## src/rtl/mgmt_mdio_pkg.sv

```systemverilog
package mgmt_mdio_pkg;

    localparam int FRAME_BITS = 32;   // start..data
    localparam int TA_POS     = 14;   // index of first turnaround bit in the frame
    localparam int DIV_W      = 16;

    typedef struct packed {
        logic             go;
        logic             wr;
        logic             ack;
        logic [2:0]       rsvd;
        logic [4:0]       regad;
        logic [4:0]       phyad;
        logic [15:0]      data;
    } acc_word_t;

    typedef struct packed {
        logic             idle;
        logic             en;
        logic [13:0]      rsvd;
        logic [DIV_W-1:0] div;
    } ctl_word_t;

    typedef struct packed {
        logic        wr;
        logic [4:0]  phyad;
        logic [4:0]  regad;
        logic [15:0] data;
    } cmd_t;

    typedef struct packed {
        logic        ack;
        logic [15:0] data;
    } rsp_t;

    typedef struct packed {
        logic oe;
        logic o;
    } pin_t;

    // 32-bit frame, sent MSB first
    function automatic logic [31:0] frame_word(cmd_t c);
        return {2'b01, (c.wr ? 2'b01 : 2'b10), c.phyad, c.regad, 2'b10, c.data};
    endfunction

    // Line drive for period k of a transfer
    function automatic pin_t pin_for(int k, int pre, logic rd, logic [31:0] fw);
        pin_t p;
        int   j;
        p = '0;
        j = k - pre;
        if (k < pre) begin
            p.oe = 1'b1;
            p.o  = 1'b1;
        end else if (j < FRAME_BITS) begin
            if (!(rd && j >= TA_POS)) begin
                p.oe = 1'b1;
                p.o  = fw[5'(31 - j)];
            end
        end
        return p;
    endfunction

endpackage

```

## src/rtl/mgmt_mdio_clkgen.sv

```systemverilog
module mgmt_mdio_clkgen
    import mgmt_mdio_pkg::*;
(
    input  logic             clk,
    input  logic             rst,
    input  logic             start,
    input  logic             run,
    input  logic [DIV_W-1:0] div_in,
    output logic             mdc,
    output logic             rise,
    output logic             fall
);
    logic [DIV_W-1:0] div_q;
    logic [DIV_W-1:0] cnt_q;
    logic [DIV_W:0]   lo;
    logic [DIV_W:0]   nxt;
    logic             mdc_q;

    always_comb begin
        lo   = ({1'b0, div_q} + 1'b1) >> 1;
        nxt  = {1'b0, cnt_q} + 1'b1;
        fall = run && (cnt_q == div_q);
        rise = run && !fall && (nxt == lo);
    end

    always_ff @(posedge clk) begin
        if (rst) begin
            div_q <= DIV_W'(1);
            cnt_q <= '0;
            mdc_q <= 1'b0;
        end else if (start) begin
            div_q <= (div_in == '0) ? DIV_W'(1) : div_in;
            cnt_q <= '0;
            mdc_q <= 1'b0;
        end else if (run) begin
            cnt_q <= fall ? '0 : cnt_q + 1'b1;
            if (fall)      mdc_q <= 1'b0;
            else if (rise) mdc_q <= 1'b1;
        end else begin
            cnt_q <= '0;
            mdc_q <= 1'b0;
        end
    end

    assign mdc = mdc_q;

    AST_CNT_BOUND: assert property (@(posedge clk) disable iff (rst)
        run |-> cnt_q <= div_q);
    AST_DIV_HELD: assert property (@(posedge clk) disable iff (rst)
        run && $past(run) |-> $stable(div_q));

endmodule

```

## src/rtl/mgmt_mdio_engine.sv

```systemverilog
module mgmt_mdio_engine
    import mgmt_mdio_pkg::*;
#(
    parameter int PRE_LEN   = 32,
    parameter int YIELD_LEN = 24
)(
    input  logic clk,
    input  logic rst,
    input  logic start,
    input  cmd_t cmd,
    input  logic rise,
    input  logic fall,
    input  logic mdio_i,
    output logic busy,
    output logic done,
    output rsp_t rsp,
    output logic mdio_o,
    output logic mdio_oe
);
    localparam int TOTAL = PRE_LEN + FRAME_BITS + YIELD_LEN;
    localparam int IDX_W = $clog2(TOTAL);
    localparam logic [IDX_W-1:0] LAST_IDX = IDX_W'(TOTAL - 1);
    localparam logic [IDX_W-1:0] TA1_IDX  = IDX_W'(PRE_LEN + TA_POS);
    localparam logic [IDX_W-1:0] TA2_IDX  = IDX_W'(PRE_LEN + TA_POS + 1);
    localparam logic [IDX_W-1:0] D0_IDX   = IDX_W'(PRE_LEN + TA_POS + 2);
    localparam logic [IDX_W-1:0] DN_IDX   = IDX_W'(PRE_LEN + FRAME_BITS - 1);

    logic             busy_q, done_q, rd_q, ack_q;
    logic [IDX_W-1:0] kidx;
    logic [31:0]      fw_q;
    logic [15:0]      sh_q;
    pin_t             pin_q;
    logic [31:0]      fw_new;

    assign fw_new = frame_word(cmd);

    always_ff @(posedge clk) begin
        if (rst) begin
            busy_q <= 1'b0;
            done_q <= 1'b0;
            rd_q   <= 1'b0;
            ack_q  <= 1'b0;
            kidx   <= '0;
            fw_q   <= '0;
            sh_q   <= '0;
            pin_q  <= '0;
        end else begin
            done_q <= 1'b0;
            if (start) begin
                busy_q <= 1'b1;
                kidx   <= '0;
                fw_q   <= fw_new;
                rd_q   <= !cmd.wr;
                pin_q  <= pin_for(0, PRE_LEN, !cmd.wr, fw_new);
                ack_q  <= 1'b0;
                sh_q   <= '0;
            end else if (busy_q) begin
                if (fall) begin
                    if (kidx == LAST_IDX) begin
                        busy_q <= 1'b0;
                        pin_q  <= '0;
                        done_q <= 1'b1;
                    end else begin
                        kidx  <= kidx + 1'b1;
                        pin_q <= pin_for(int'(kidx) + 1, PRE_LEN, rd_q, fw_q);
                    end
                end
                if (rise && rd_q) begin
                    if (kidx == TA2_IDX) ack_q <= !mdio_i;
                    if (kidx >= D0_IDX && kidx <= DN_IDX) sh_q <= {sh_q[14:0], mdio_i};
                end
            end
        end
    end

    assign busy     = busy_q;
    assign done     = done_q;
    assign rsp.ack  = ack_q;
    assign rsp.data = sh_q;
    assign mdio_o   = pin_q.o;
    assign mdio_oe  = pin_q.oe;

    AST_START_FREE: assert property (@(posedge clk) disable iff (rst)
        start |-> !busy_q);
    AST_LINE_RELEASED: assert property (@(posedge clk) disable iff (rst)
        !busy_q |-> !pin_q.oe);
    AST_READ_TURNAROUND: assert property (@(posedge clk) disable iff (rst)
        busy_q && rd_q && (kidx >= TA1_IDX) |-> !pin_q.oe);

endmodule

```

## src/rtl/mgmt_mdio_regs.sv

```systemverilog
module mgmt_mdio_regs
    import mgmt_mdio_pkg::*;
#(
    parameter int               ADDR_W  = 2,
    parameter logic [DIV_W-1:0] DIV_RST = 16'h00FF
)(
    input  logic              clk,
    input  logic              rst,
    input  logic              we,
    input  logic [ADDR_W-1:0] addr,
    input  logic [31:0]       wdata,
    output logic [31:0]       rdata,
    input  logic              done,
    input  rsp_t              rsp,
    output logic              start,
    output cmd_t              cmd,
    output logic [DIV_W-1:0]  div
);
    localparam logic [ADDR_W-1:0] CTL_ADDR = ADDR_W'(0);
    localparam logic [ADDR_W-1:0] ACC_ADDR = ADDR_W'(1);

    logic             en_q, go_q, wr_q, ack_q;
    logic [DIV_W-1:0] div_q;
    logic [4:0]       regad_q, phyad_q;
    logic [15:0]      data_q;
    acc_word_t        w_acc, r_acc;
    ctl_word_t        w_ctl, r_ctl;
    logic             acc_wr, unused_wbits;

    assign w_acc  = acc_word_t'(wdata);
    assign w_ctl  = ctl_word_t'(wdata);
    assign acc_wr = we && (addr == ACC_ADDR) && !go_q;
    assign start  = acc_wr && w_acc.go && en_q;
    assign unused_wbits = ^{w_acc.ack, w_acc.rsvd, w_ctl.idle, w_ctl.rsvd};

    always_comb begin
        cmd.wr    = w_acc.wr;
        cmd.phyad = w_acc.phyad;
        cmd.regad = w_acc.regad;
        cmd.data  = w_acc.data;
    end

    always_ff @(posedge clk) begin
        if (rst) begin
            en_q    <= 1'b0;
            div_q   <= DIV_RST;
            go_q    <= 1'b0;
            wr_q    <= 1'b0;
            ack_q   <= 1'b0;
            regad_q <= '0;
            phyad_q <= '0;
            data_q  <= '0;
        end else begin
            if (we && addr == CTL_ADDR) begin
                en_q  <= w_ctl.en;
                div_q <= w_ctl.div;
            end
            if (acc_wr) begin
                wr_q    <= w_acc.wr;
                regad_q <= w_acc.regad;
                phyad_q <= w_acc.phyad;
                data_q  <= w_acc.data;
                if (start) begin
                    go_q  <= 1'b1;
                    ack_q <= 1'b0;
                end
            end
            if (done) begin
                go_q <= 1'b0;
                if (!wr_q) begin
                    data_q <= rsp.data;
                    ack_q  <= rsp.ack;
                end
            end
        end
    end

    always_comb begin
        r_ctl      = '0;
        r_ctl.idle = !en_q && !go_q;
        r_ctl.en   = en_q;
        r_ctl.div  = div_q;
        r_acc       = '0;
        r_acc.go    = go_q;
        r_acc.wr    = wr_q;
        r_acc.ack   = ack_q;
        r_acc.regad = regad_q;
        r_acc.phyad = phyad_q;
        r_acc.data  = data_q;
        case (addr)
            CTL_ADDR: rdata = r_ctl;
            ACC_ADDR: rdata = r_acc;
            default:  rdata = '0;
        endcase
    end

    assign div = div_q;

    AST_DONE_WHILE_GO: assert property (@(posedge clk) disable iff (rst)
        done |-> go_q);
    AST_GO_NEEDS_EN: assert property (@(posedge clk) disable iff (rst)
        $rose(go_q) |-> $past(en_q));
    AST_FIELDS_FROZEN: assert property (@(posedge clk) disable iff (rst)
        go_q && $past(go_q) |-> $stable({wr_q, regad_q, phyad_q}));

endmodule

```

## src/rtl/mgmt_mdio_master.sv

```systemverilog
module mgmt_mdio_master
    import mgmt_mdio_pkg::*;
#(
    parameter int               ADDR_W    = 2,
    parameter int               PRE_LEN   = 32,
    parameter int               YIELD_LEN = 24,
    parameter logic [DIV_W-1:0] DIV_RST   = 16'h00FF
)(
    input  logic              clk,
    input  logic              rst,
    input  logic              bus_we,
    input  logic [ADDR_W-1:0] bus_addr,
    input  logic [31:0]       bus_wdata,
    output logic [31:0]       bus_rdata,
    output logic              mdc,
    output logic              mdio_o,
    output logic              mdio_oe,
    input  logic              mdio_i
);
    logic             start, eng_busy, eng_done, rise, fall;
    cmd_t             cmd;
    rsp_t             rsp;
    logic [DIV_W-1:0] div;

    mgmt_mdio_regs #(.ADDR_W(ADDR_W), .DIV_RST(DIV_RST)) regs_i (
        .clk(clk), .rst(rst), .we(bus_we), .addr(bus_addr), .wdata(bus_wdata),
        .rdata(bus_rdata), .done(eng_done), .rsp(rsp), .start(start),
        .cmd(cmd), .div(div)
    );

    mgmt_mdio_clkgen clkgen_i (
        .clk(clk), .rst(rst), .start(start), .run(eng_busy), .div_in(div),
        .mdc(mdc), .rise(rise), .fall(fall)
    );

    mgmt_mdio_engine #(.PRE_LEN(PRE_LEN), .YIELD_LEN(YIELD_LEN)) engine_i (
        .clk(clk), .rst(rst), .start(start), .cmd(cmd), .rise(rise),
        .fall(fall), .mdio_i(mdio_i), .busy(eng_busy), .done(eng_done),
        .rsp(rsp), .mdio_o(mdio_o), .mdio_oe(mdio_oe)
    );

    AST_MDC_QUIET: assert property (@(posedge clk) disable iff (rst)
        !eng_busy |-> !mdc);

endmodule

```

## config.mk

```make
export PLATFORM = sky130hd
export DESIGN_NAME = mgmt_mdio_master
export DESIGN_NICKNAME = d
export VERILOG_FILES = /design/src/rtl/mgmt_mdio_pkg.sv /design/src/rtl/mgmt_mdio_clkgen.sv /design/src/rtl/mgmt_mdio_engine.sv /design/src/rtl/mgmt_mdio_regs.sv /design/src/rtl/mgmt_mdio_master.sv
export SDC_FILE = /design/constraint.sdc
export NUM_CORES = 1
export LEC_CHECK = 0
export BUFFER_PORTS_ARGS = -buffer_cell sky130_fd_sc_hd__buf_4
export CAP_MARGIN = 20
export CORE_ASPECT_RATIO = 1.5
export CORE_UTILIZATION = 42
export CTS_CLUSTER_DIAMETER = 50
export CTS_CLUSTER_SIZE = 28
export DETAILED_ROUTE_END_ITERATION = 12
export PLACE_DENSITY = 0.71
export SKIP_LAST_GASP = 1
export SYNTH_ARGS = -nofsm -noshare
export SYNTH_HDL_FRONTEND = slang
export SYNTH_SLANG_ARGS = --single-unit
```

## constraint.sdc

```tcl
create_clock -name clk -period 2.8 [get_ports clk]
set_input_delay 0.28 -clock clk [delete_from_list [all_inputs] [get_ports clk]]
set_output_delay 0.28 -clock clk [all_outputs]
set_load 0.05 [all_outputs]
```

; ---- Yosys cells after proc, flatten, opt, wreduce, memory -nomap -nowiden
; Cells that the tools add are included.
[word_totals]
ff_bits = 138
input_bits = 38
word_cells = 96
out_inout_bits = 35
[classes]
reduce_logical = 30
n_eq_ne = 5
mux = 25
order_cmp = 6
n_addsub = 7
bitwise_logic = 3
[ops]
columns = operator, n
row1 = $lt A32 B7 Y1 const B, 2
row2 = $mux W16, 4
row3 = $pmux W32 S2, 1
row4 = $add A16 B1 Y17 const B, 2
row5 = $ge A32 B5 Y1 const B, 1
row6 = $eq A17 B16 Y1, 1
row7 = $add A16 B1 Y16 const B, 1
row8 = $eq A16 B16 Y1, 1
row9 = $logic_not A16 Y1, 1
row10 = $mux W2, 8
row11 = $logic_and A1 B1 Y1, 12
row12 = $mux W1, 11
row13 = $reduce_and A3 Y1, 3
row14 = $sub A8 B6 Y9 const B, 1
row15 = $add A7 B1 Y8 const B, 1
row16 = $reduce_or A4 Y1, 2
row17 = $add A7 B1 Y7 const B, 1
row18 = $eq A7 B6 Y1 const B, 1
row19 = $eq A7 B7 Y1 const B, 1
row20 = $ge A7 B6 Y1 const B, 1
row21 = $le A7 B6 Y1 const B, 1
row22 = $lt A5 B7 Y1 const B, 1
row23 = $bmux W1 S5, 1
row24 = $logic_not A1 Y1, 5
row25 = other kinds (7), 12

; ---- Longest topological paths before layout
; Gate-level depths: netlist (run 1).
[logic_depth]
depth_word = 13
mapped_depth = 11

; ---- By module
; A second synthesis (run 1) with hierarchy kept.
[unflattened]
cells_unflattened = 809
hier_area_um2 = 7056.8
[modules_own_cells]
columns = module, area_each_um2, cells_each, instances
row1 = mgmt_mdio_engine, 2686.3, 274, 1
row2 = mgmt_mdio_regs, 2386.0, 309, 1
row3 = mgmt_mdio_clkgen, 1984.4, 226, 1

; ---- Worst setup path before layout (run 1)
; Ideal clock, no wire load.
[synth_timing]
kind = register -> register
startpoint = register engine_i.kidx[0]
endpoint = register engine_i.pin_q, in the netlist engine_i.mdio_o
stages_incl_launch_ff = 10
arrival_time_ns = 2.577
path_slack_ns = 0.095
synth_period_minus_slack_ns = 2.705
t_required_ns = 2.672
cell_sequence = dfxtp_1 ha_1 buf_2 xnor2_2 mux4_2 mux4_2 mux2i_1 o21ai_1 a221oi_1 nor2_1
[synth_via]
elab_chain_len = 13
elab_cells_between_ends = 18
cone_classes = add/sub: 3 / order compare: 3 / eq/ne: 1 / mux: 10 / reduce/logical: 1
[synth_lines]
columns = element, line
row1 = start: declaration, mgmt_mdio_engine.sv:29  ; logic [IDX_W-1:0] kidx;
row2 = start signal: assignment, mgmt_mdio_engine.sv:64  ; kidx <= kidx + 1'b1;
row3 = $add A7 B1 Y8, mgmt_mdio_engine.sv:65  ; pin_q <= pin_for(int'(kidx) + 1, PRE_LEN, rd_q, fw_q);
row4 = $sub A8 B6 Y9, mgmt_mdio_pkg.sv:51  ; j = k - pre;
row5 = $sub A1 B5 Y5, mgmt_mdio_pkg.sv:58  ; p.o = fw[5'(31 - j)];
row6 = $bmux W1 S5, mgmt_mdio_pkg.sv:58
row7 = $mux W1 (implied by the code) (2 in series), mgmt_mdio_pkg.sv:58
row8 = $mux W2, mgmt_mdio_pkg.sv:56  ; if (!(rd && j >= TA_POS)) begin
row9 = $mux W2, mgmt_mdio_pkg.sv:55  ; end else if (j < FRAME_BITS) begin
row10 = $mux W2, mgmt_mdio_pkg.sv:52  ; if (k < pre) begin
row11 = $mux W2 (*), mgmt_mdio_engine.sv:59  ; if (kidx == LAST_IDX) begin
row12 = $mux W2 (*), mgmt_mdio_engine.sv:58  ; if (fall) begin
row13 = $mux W2 (*), mgmt_mdio_engine.sv:57  ; end else if (busy_q) begin
row14 = $mux W2 (*), mgmt_mdio_engine.sv:49  ; if (start) begin
row15 = end signal: assignment, mgmt_mdio_engine.sv:54  ; pin_q <= pin_for(0, PRE_LEN, !cmd.wr, fw_new);
row16 = end signal: assignment, mgmt_mdio_engine.sv:65
row17 = end: declaration, mgmt_mdio_engine.sv:32  ; pin_t pin_q;
; Mark *: on every way between the ends. The rest lies on a longest branch, timed or not. The select of a mux whose other input is x is not followed.
; A chain may end at the register's enable or synchronous reset.

; ---- Final worst setup path (run 1)
; Ends and elaborated chain as after synthesis.

==> results, run 1 <==
- The run finished with clean final reports.
- The wire-length estimate of the detail-placed layout is 12.77 mm.
- The length in cells of the worst reg-to-reg path is 9.
- On the critical path, the stage with the largest delay is an instance of sky130_fd_sc_hd__ha_1.
- The tightest min-delay check is of the in2reg type.
- The via count of the first global-routing pass is 5651.
- The main combinational cell family by area after synthesis is simple AND/OR/NAND/NOR gates.
- Setup repair after global routing could not meet its margin everywhere.
- The fraction of the mapped netlist area in compound gates is 9.823%.
- The worst hold path was traced through 3 stages.
- The signal on the critical path passes through buf_4 > inv_1 > ha_1 > mux4_2 > mux4_2 > mux2i_2 > o21ai_1 > a221oi_1 > nor2_1.
- The number of filler instances in the final layout is 1463.
- The number of cells after detailed placement is 1077.
- The kind of critical path is reg2reg.
- The worst setup path is launched from a flop.
- The worst setup path is captured at a flop.
- The source-to-sink clock delay at the later pin of the worst-skew pair is 0.42 ns.
- The largest stage delay on the critical path is 0.49 ns.
- For this run, design rule violations remaining after detail routing come to 0.
- The adder and majority cell fraction of the synthesized area is 1.278%.
- The worst path in the final design needs a cycle of 2.672 ns, including I/O delays and setup.
- The measured slew at the worst slew-check pin is 0.9674 ns.
- The final worst-path cycle share is 95.43%.
- Counting both buffers and inverters, the worst setup path holds a total of 2.
- Entering global routing, the biggest net connects 97 pins.
- The initial antenna violation count is 0.
- 73 I/O pins were placed.
- The share of synthesized area spent on multiplexers is 8.472%.
- The die extent in y is 158.4 um.
- Counting every instance in the synthesized netlist gives 833.
- The horizontal die dimension is 106.3 um.
- The number of placement rows is 56.
- For this block, the routed nets add up to 18.16 mm of wire.
- The post-route antenna net violation count is 0.
- The unique cell type count in the Yosys netlist is 56.
- The initial core utilization is 43.47%.
- VDD sags by at most 408.0 uV.
- Global routing used 22.04% of the available tracks.
- Of the total synthesized cell area, the portion taken by XOR and XNOR cells is 8.600%.
- The global-route wire length before repair is 28.55 mm.
- The setup slack of the most critical reg-to-reg path is 0.13 ns.
- The tree built by TritonCTS fans out to 136 sinks.
- The per-cell routed wire length is 16.36 um.
- The number of buffers inserted for hold repair after clock tree synthesis is 0.
- For hold timing, the worst endpoint is engine_i.fw_q[18].
- Buffers inserted during clock tree synthesis total 17.
- The clock-pin slew of the registers on the worst-case setup and hold paths is 0.06 ns.
- The number of H-tree branching levels is 4.
- After detailed routing, the number of vias per cell comes to 5.389.
- The cell that appears most often on the critical path is sky130_fd_sc_hd__mux4_2.
- The count of input and output buffers is 65.
- Grouping stages by cell kind, the critical path spends the most delay in multiplexers.
- The first TritonRoute pass finished after 5 iterations.
- The worst hold path startpoint is bus_wdata[21].
- The worst slew margin relative to its limit is 35.51%.
- Summed over its instances, the top area cell type makes up 39.73% of the synthesized netlist area.
- The clock tree buffer depth is 2.
- The synthesis-to-finish area growth is 20.63%.
- The combined area of all synthesized cells is 6853 um^2.
- The maximum clock frequency is 374.2 MHz.
- The floorplan step defined a die boundary enclosing 16840 um^2.
- Data on the critical path arrives at its endpoint at 2.93 ns.
- Setup violations remaining at the end of the flow were counted as 0.
- The routed layout has 5982 vias.
- sky130_fd_sc_hd__dfxtp_1 takes more of the synthesized area than any other cell.
- The analysis attributes to cell leakage a power of 3.284 nW.
- After global routing the overflow that remains totals 0.
- Averaged over all synthesized cells, the footprint is 8.227 um^2.
- The post-synthesis sequential element count is 136.
- In this run the power density over the cells is 539.0 nW/um^2.
- The number of pins with negative max-slew slack in the final report came to 0.
- Across the run, the number of max-cap violations was 0.
- In this run the worst path has a maximum fanout of 9.
- The total of warnings raised by yosys is 0.
- The first-iteration detailed-routing DRC count is 330.
- The count of final hold-check violations is 0.
- The CTS tree is done.
- The required time of the worst setup path is 3.06 ns.
- The worst register-to-register path begins at engine_i.kidx[0].
- By area the synthesized netlist is led by sky130_fd_sc_hd__dfxtp_1 40%, sky130_fd_sc_hd__nand2_1 11%, sky130_fd_sc_hd__mux2i_1 5.8%.
- The proportion of synthesized chip area in sequential cells is 39.73%.
- The root buffer cell is sky130_fd_sc_hd__clkbuf_16.
- For the final database, setup skew stands at 0.01187 ns.
- The fraction of layout cells with a size suffix above 1 is 18.74%.
- The final total negative setup slack is 0 ns.
- The diode insertion count for antenna repair is 0.
- The worst register-to-register path ends at engine_i.mdio_o.
- The simple-gate share of the synthesized area is 27.11%.
- The global placement routability congestion is 0.8923.
- The region available for standard cell placement spans 15770 um^2.
- The count of placed standard cells in the final layout, fillers left out is 1110.
- The count of nets after finishing is 940.
## cells by family (layout without fill, tap and decap cells)
group,count (synthesis),after routing
multiplexers,48,48
AO/OA/AOI/OAI,111,111
adder cells (fa/ha/maj),7,7
buffers and inverters,75,147
other,1,3
XOR/XNOR,60,60
AND/OR/NAND/NOR,395,395
flip-flops,136,136
## stage by stage
stage	cell area (um^2)	setup slack [ns]	utilization [%]	total power, mW	hold slack [ns]
2_1_floorplan	6860	0.09536	-	2.182	0.4011
3_3_place_gp	7612	0.02391	48.29	2.298	0.4267
3_5_place_dp	7612	-0.01085	48.29	2.301	0.4269
4_1_cts	8209	0.01486	52.07	4.478	0.1002
5_1_grt	8267	-0.06022	52.44	4.589	0.1138
6_report	8267	0.1279	52.44	4.456	0.1149
## synthesized netlist by cell type, drive strengths merged
master and number:
a211o 1, a211oi 2, a21boi 1, a21oi 69, a221oi 2, a22oi 1, a311oi 17, a31oi 3
a41oi 2, and2 13, and3 10, and3b 2, and4 1, and4b 2, buf 19, clkbuf 46
conb 1, dfxtp 136, ha 7, inv 10, mux2i 40, mux4 8, nand2 205, nand2b 4
nand3 21, nand3b 10, nand4 10, nand4b 3, nor2 77, nor2b 2, nor3 12, nor4 16
nor4bb 1, o211a 2, o21a 2, o21ai 9, or2 1, or3 5, xnor2 26, xnor3 3
xor2 30, xor3 1
## worst register-to-register path, stage by stage, from the launching register on
cell and delay [ns]:
sky130_fd_sc_hd__dfxtp_1 0.37, sky130_fd_sc_hd__buf_4 0.14, sky130_fd_sc_hd__inv_1 0.07, sky130_fd_sc_hd__ha_1 0.49
sky130_fd_sc_hd__mux4_2 0.37, sky130_fd_sc_hd__mux4_2 0.48, sky130_fd_sc_hd__mux2i_2 0.18, sky130_fd_sc_hd__o21ai_1 0.08
sky130_fd_sc_hd__a221oi_1 0.27, sky130_fd_sc_hd__nor2_1 0.07
## where the power goes
group	internal [mW]	leakage (nW)	total, mW	switching (mW)
clock	1.31	0.279	2.19	0.882
combinational	0.0939	1.90	0.281	0.188
sequential	1.96	1.10	1.98	0.0211
## worst max-delay path by stage
| stage | cells after the start | from | to | slack, ns |
|---|---|---|---|---|
| floorplan | 9 | engine_i.kidx[0] | engine_i.mdio_o | 0.1 |
| global placement | 8 | engine_i.kidx[0] | engine_i.mdio_o | 0.02 |
| detailed placement | 8 | engine_i.kidx[0] | engine_i.mdio_o | -0.01 |
| CTS | 10 | clkgen_i.div_q[1] | engine_i.sh_q[10] | 0.01 |
| global route | 9 | clkgen_i.cnt_q[4] | engine_i.sh_q[13] | -0.06 |
| finish | 9 | engine_i.kidx[0] | engine_i.mdio_o | 0.13 |
## routing by layer
metal  wire length, um  track usage (%)  up-vias
li1                  -                -     2934
met1              7284            25.34     2805
met2              9054            37.57      188
met3               800            3.684       55
met4              1023            14.62        0
met5                 0                0        -
## sequential cells by signal, indices dropped and copies added, names as in the netlist
signal and count:
engine_i.busy 1, regs_i.wr_q 1, regs_i.ack_q 1, clkgen_i.div_q 16
engine_i.kidx 7, regs_i.data_q 16, engine_i.ack_q 1, regs_i.phyad_q 5
engine_i.sh_q 16, regs_i.div 16, engine_i.done 1, regs_i.go_q 1
regs_i.regad_q 5, engine_i.mdio_oe 1, engine_i.mdio_o 1, regs_i.en_q 1
engine_i.fw_q 29, clkgen_i.cnt_q 16, clkgen_i.mdc 1
## cell type report
cell class	count	area (um^2)	area share (%)
Timing Repair Buffer	106	808.3	9.778
Inverter	10	37.54	0.4541
Multi-Input combinational cell	624	3862	46.72
Clock buffer	17	425.4	5.146
Clock inverter	14	151.4	1.831
Sequential cell	136	2728	33.00
Tap cell	203	254.0	3.073
## cells in the final DEF (no fill, tap or decap), types with 5 or more instances in the layout
cell type,instances
sky130_fd_sc_hd__clkbuf_16,17
sky130_fd_sc_hd__ha_1,5
sky130_fd_sc_hd__inv_1,10
sky130_fd_sc_hd__xor2_1,29
sky130_fd_sc_hd__and2_1,13
sky130_fd_sc_hd__xnor2_1,25
sky130_fd_sc_hd__clkinv_4,5
sky130_fd_sc_hd__mux4_2,8
sky130_fd_sc_hd__nand3_1,18
sky130_fd_sc_hd__mux2i_1,39
sky130_fd_sc_hd__nand3b_1,10
sky130_fd_sc_hd__nand2_1,205
sky130_fd_sc_hd__dfxtp_1,132
sky130_fd_sc_hd__nor2_1,74
sky130_fd_sc_hd__and3_1,9
sky130_fd_sc_hd__a21oi_1,69
sky130_fd_sc_hd__buf_4,105
sky130_fd_sc_hd__o21ai_0,8
sky130_fd_sc_hd__a311oi_1,17
sky130_fd_sc_hd__nor3_1,12
sky130_fd_sc_hd__nor4_1,13
sky130_fd_sc_hd__nand4_1,7
## what timing repair did
action	in CTS	in global routing
pin swaps	0	3
buffers inserted	0	1
gates resized for setup	3	11
endpoints found under the setup margin	8	18
No activity file was read; power rests on OpenSTA's default activity.
==> run 2, diff against run 1 <==
CELL_PAD_IN_SITES_DETAIL_PLACEMENT = 1   (was unset)
CELL_PAD_IN_SITES_GLOBAL_PLACEMENT = 1   (was unset)
CORE_UTILIZATION = 40   (was 42)
PLACE_DENSITY = 0.84   (was 0.71)
==> run 2 against run 1 <==
- sequential share of layout area is 0.84 points lower
- design area up 2.8%
- critical path type unchanged
- worst hold slack got worse by 0.00065 ns
- critical path depth up 1
- register-to-register slack got worse by 0.11 ns
- flip-flop and latch count unchanged
- clock skew is 0.00062 ns lower
==> results, run 2 (synthesis gave the netlist of run 1 again) <==
- The library cells used most frequently in the layout, excluding fill and tap cells, are 205 x sky130_fd_sc_hd__nand2_1, 129 x sky130_fd_sc_hd__dfxtp_1, 119 x sky130_fd_sc_hd__buf_4.
- The peak fanout along the critical path is 13 (+4).
- The reg-to-reg startpoint is clkgen_i.cnt_q[11].
- The final worst-path cycle share came to 99.52% (+4.1 points).
- The vias after detailed routing was 6391 (+6.8%).
- Following the worst setup path forward leads to its endpoint at engine_i.sh_q[4].
- The worst-case clock skew is 0.01125 ns (-0.0006167 ns).
- The number of pins with negative max-slew slack in the final report is 0 (unchanged).
- The total iterations of the first detailed-routing run is 5 (unchanged).
- The total routed wirelength is 22.58 mm (+24%).
- The floorplan die area was 17670 um^2 (+4.9%).
- The register area is 2734 um^2 (+0.23%).
- The CTS tree is done.
- The worst setup path is captured at a flop.
- The global router's overall resource usage is 25.62% (+3.6 points).
- On the critical path the largest part of the delay comes from simple AND/OR/NAND/NOR gates.
- The clock tree buffer depth is 2 (unchanged).
- The measured slew at the worst slew-check pin was 0.7855 ns (-0.1819 ns).
- The global routing met2 resource utilization came to 46.40% (+8.8 points).
- The count of input and output buffers is 65 (unchanged).
- The number of placed I/O pins came to 73 (unchanged).
- The largest stage delay on the critical path is 0.42 ns (-0.07 ns).
- The number of vias per cell after detailed routing is 5.641 (+4.7%).
- The required time of the worst setup path is 3.13 ns (+0.07 ns).
- The most used routing layer is met2.
- The global placement routability congestion came to 0.8302 (-7.0%).
- Walking the worst path, the cells encountered are nand4_1 > nor2_2 > buf_4 > and3b_1 > o21ai_0 > a221oi_4 > nand4_4 > nor2_8 > buf_12 > mux2i_2.
- The remaining global-route overflow is 0 (unchanged).
- The horizontal die dimension came to 108.9 um (+2.4%).
- The worst slew margin relative to its limit is 47.51% (+12 points).
- The critical path launch point type is a flop.
- The first-iteration detailed-routing DRC count is 246 (-25%).
- The worst setup path is of the reg2reg kind.
- The length in cells of the worst reg-to-reg path is 10 (+1).
- The flow ran to the end, and the final reports show no timing, DRC or antenna violations.
- Compared with the post-synthesis result, the final layout area differs by 24.06%.
- The peak supply drop came to 406.6 uV (-0.34%).
- The post-layout worst setup margin is 0.01357 ns (-0.1143 ns).
- The per-cell routed wire length is 19.93 um (+22%).
- The end of the worst register-to-register path is engine_i.sh_q[4].
- The die extent in y was 162.3 um (+2.4%).
- The clock sink total came to 136 (unchanged).
- The placeable core region is 16760 um^2 (+6.3%).
- The maximum number of pins on one net before global-route repair came to 54 (-44%).
- The total power divided by cell area is 525.1 nW/um^2 (-2.6%).
- The launch point of the worst path is clkgen_i.cnt_q[11].
- Counting flops per register, the top entry is engine_i.fw_q.
- The setup slack of the most critical reg-to-reg path was 0.01 ns (-0.11 ns).
- The diode insertion count for antenna repair is 0 (unchanged).
- The logic depth of the worst setup path including buffers is 10 (+1).
- The maximum clock frequency is 358.9 MHz (-4.1%).
- The source-to-sink clock delay at the later pin of the worst-skew pair is 0.42 ns (about the same).
- The count of final hold-check violations is 0 (unchanged).
- The global-route wire length before repair is 34.23 mm (+20%).
- The most common cell after layout, fill and taps aside is sky130_fd_sc_hd__nand2_1.
- The initial core utilization is 40.88% (-2.6 points).
- The number of H-tree branching levels was 4 (unchanged).
- The final-report setup violation count was 0 (unchanged).
- The flip-flop count of the largest register after layout is 29 (unchanged).
- The via count of the first global-routing pass is 6524 (+15%).
- The total DRC errors in the routed layout is 0 (unchanged).
- The class of the worst hold path is in2reg.
- The number of buffers inserted for hold repair after clock tree synthesis is 0 (unchanged).
- The pre-CTS setup slack was -0.09833 ns (-0.08749 ns).
- The slowest stage of the critical path is the sky130_fd_sc_hd__dfxtp_1 cell.
- The met1 demand-to-capacity share in global routing is 28.21% (+2.9 points).
- The initial antenna violation count is 0 (unchanged).
- The reported leakage power is 3.364 nW (+2.4%).
- The minimum clock period is 2.786 ns (+0.1143 ns).
- The footprint of the multi-input gates is 3965 um^2 (+2.7%).
- The count of nets after finishing came to 955 (+1.6%).
- The number of cells after detailed placement is 1095 (+1.7%).
- The half-perimeter wire length after placement is 15.04 mm (+18%).
- The number of buffers inserted during clock tree synthesis is 17 (unchanged).
- The number of filler instances in the final layout was 1981 (+35%).
- The number of maximum-capacitance violations was 0 (unchanged).
- The post-route antenna net violation count came to 0 (unchanged).
- The number of placement rows is 58 (+3.6%).
- The fraction of layout cells with a size suffix above 1 is 21.89% (+3.1 points).
- The count of placed standard cells in the final layout, fillers left out is 1133 (+2.1%).
- The number of buffers and inverters on the critical path is 2 (unchanged).
- The root buffer cell is sky130_fd_sc_hd__clkbuf_16.
- The routing usage on met3 is 4.494% (+0.81 points).
- The clock-pin slew of the registers on the worst-case setup and hold paths is 0.07 ns (about the same).
- The data arrival time of the worst path came to 3.12 ns (+0.19 ns).
[run 2: changes by cell type in the layout (fill, tap and decap cells not counted), sizes merged]
| cell | change |
|---|---|
| clkinvlp | +2 |
| clkbuf | +1 |
| bufinv | -1 |
| inv | +4 |
| clkinv | -5 |
| buf | +15 |
[run 2: area by class of cell]
cell class                 instances  share of cell area, %
multi-input combinational        624                  46.64
inverter                          10                 0.4415
clock inverter                    14                  1.648
timing repair buffer             121                  10.98
clock buffer                      18                  5.048
tap                              210                  3.091
sequential                       136                  32.16
[run 2: stage by stage]
| step | area [um^2] | power, mW | setup TNS [ns] | hold slack (ns) | util (%) |
|---|---|---|---|---|---|
| 2_1_floorplan | 6860 | 2.182 | 0 | 0.4011 | - |
| 3_3_place_gp | 7704 | 2.297 | 0 | 0.4385 | 45.95 |
| 4_1_cts | 8341 | 4.476 | -0.02146 | 0.1047 | 49.75 |
| 3_5_place_dp | 7704 | 2.304 | -0.7850 | 0.4452 | 45.95 |
| 6_report | 8502 | 4.464 | 0 | 0.1143 | 50.72 |
| 5_1_grt | 8502 | 4.596 | -0.3692 | 0.1114 | 50.72 |
[run 2: what timing repair did]
action,4_1_cts,5_1_grt
setup buffers,1,5
pin swaps,4,7
resized for setup,13,23
hold endpoints to repair,0,0
endpoints found under the setup margin,18,18
[run 2: worst reg2reg max path, delay by kind of cell (launching register included)]
kind | cells | cell delay (ns)
compound gates | 2 | 0.60
flops | 1 | 0.42
buf+inv | 2 | 0.32
simple gates | 5 | 1.10
mux | 1 | 0.26
[run 2: power breakdown]
part	internal (mW)	total, mW	switching, mW
combinational	0.0936	0.284	0.190
clock	1.25	2.20	0.955
sequential	1.96	1.98	0.0215
[run 2: worst min path at each step]
stage	startpoint	endpoint	slack [ns]	cells after the start
final	bus_wdata[20]	regs_i.phyad_q[4]	0.11	3
after floorplan	engine_i.done	regs_i.go_q	0.40	1
after global routing	bus_wdata[18]	regs_i.phyad_q[2]	0.11	3
after global placement	regs_i.regad_q[0]	regs_i.regad_q[0]	0.44	2
after detailed placement	regs_i.regad_q[3]	regs_i.regad_q[3]	0.45	2
after CTS	bus_wdata[25]	regs_i.regad_q[4]	0.10	3
[run 2: layer usage]
metal / vias up / share of wire, % / wire length, um
met1: 3156 / 38 / 8510
met3: 73 / 3.9 / 872
li1: 2967 / - / -
met4: 0 / 4.9 / 1111
met2: 195 / 54 / 12080
met5: - / 0 / 0
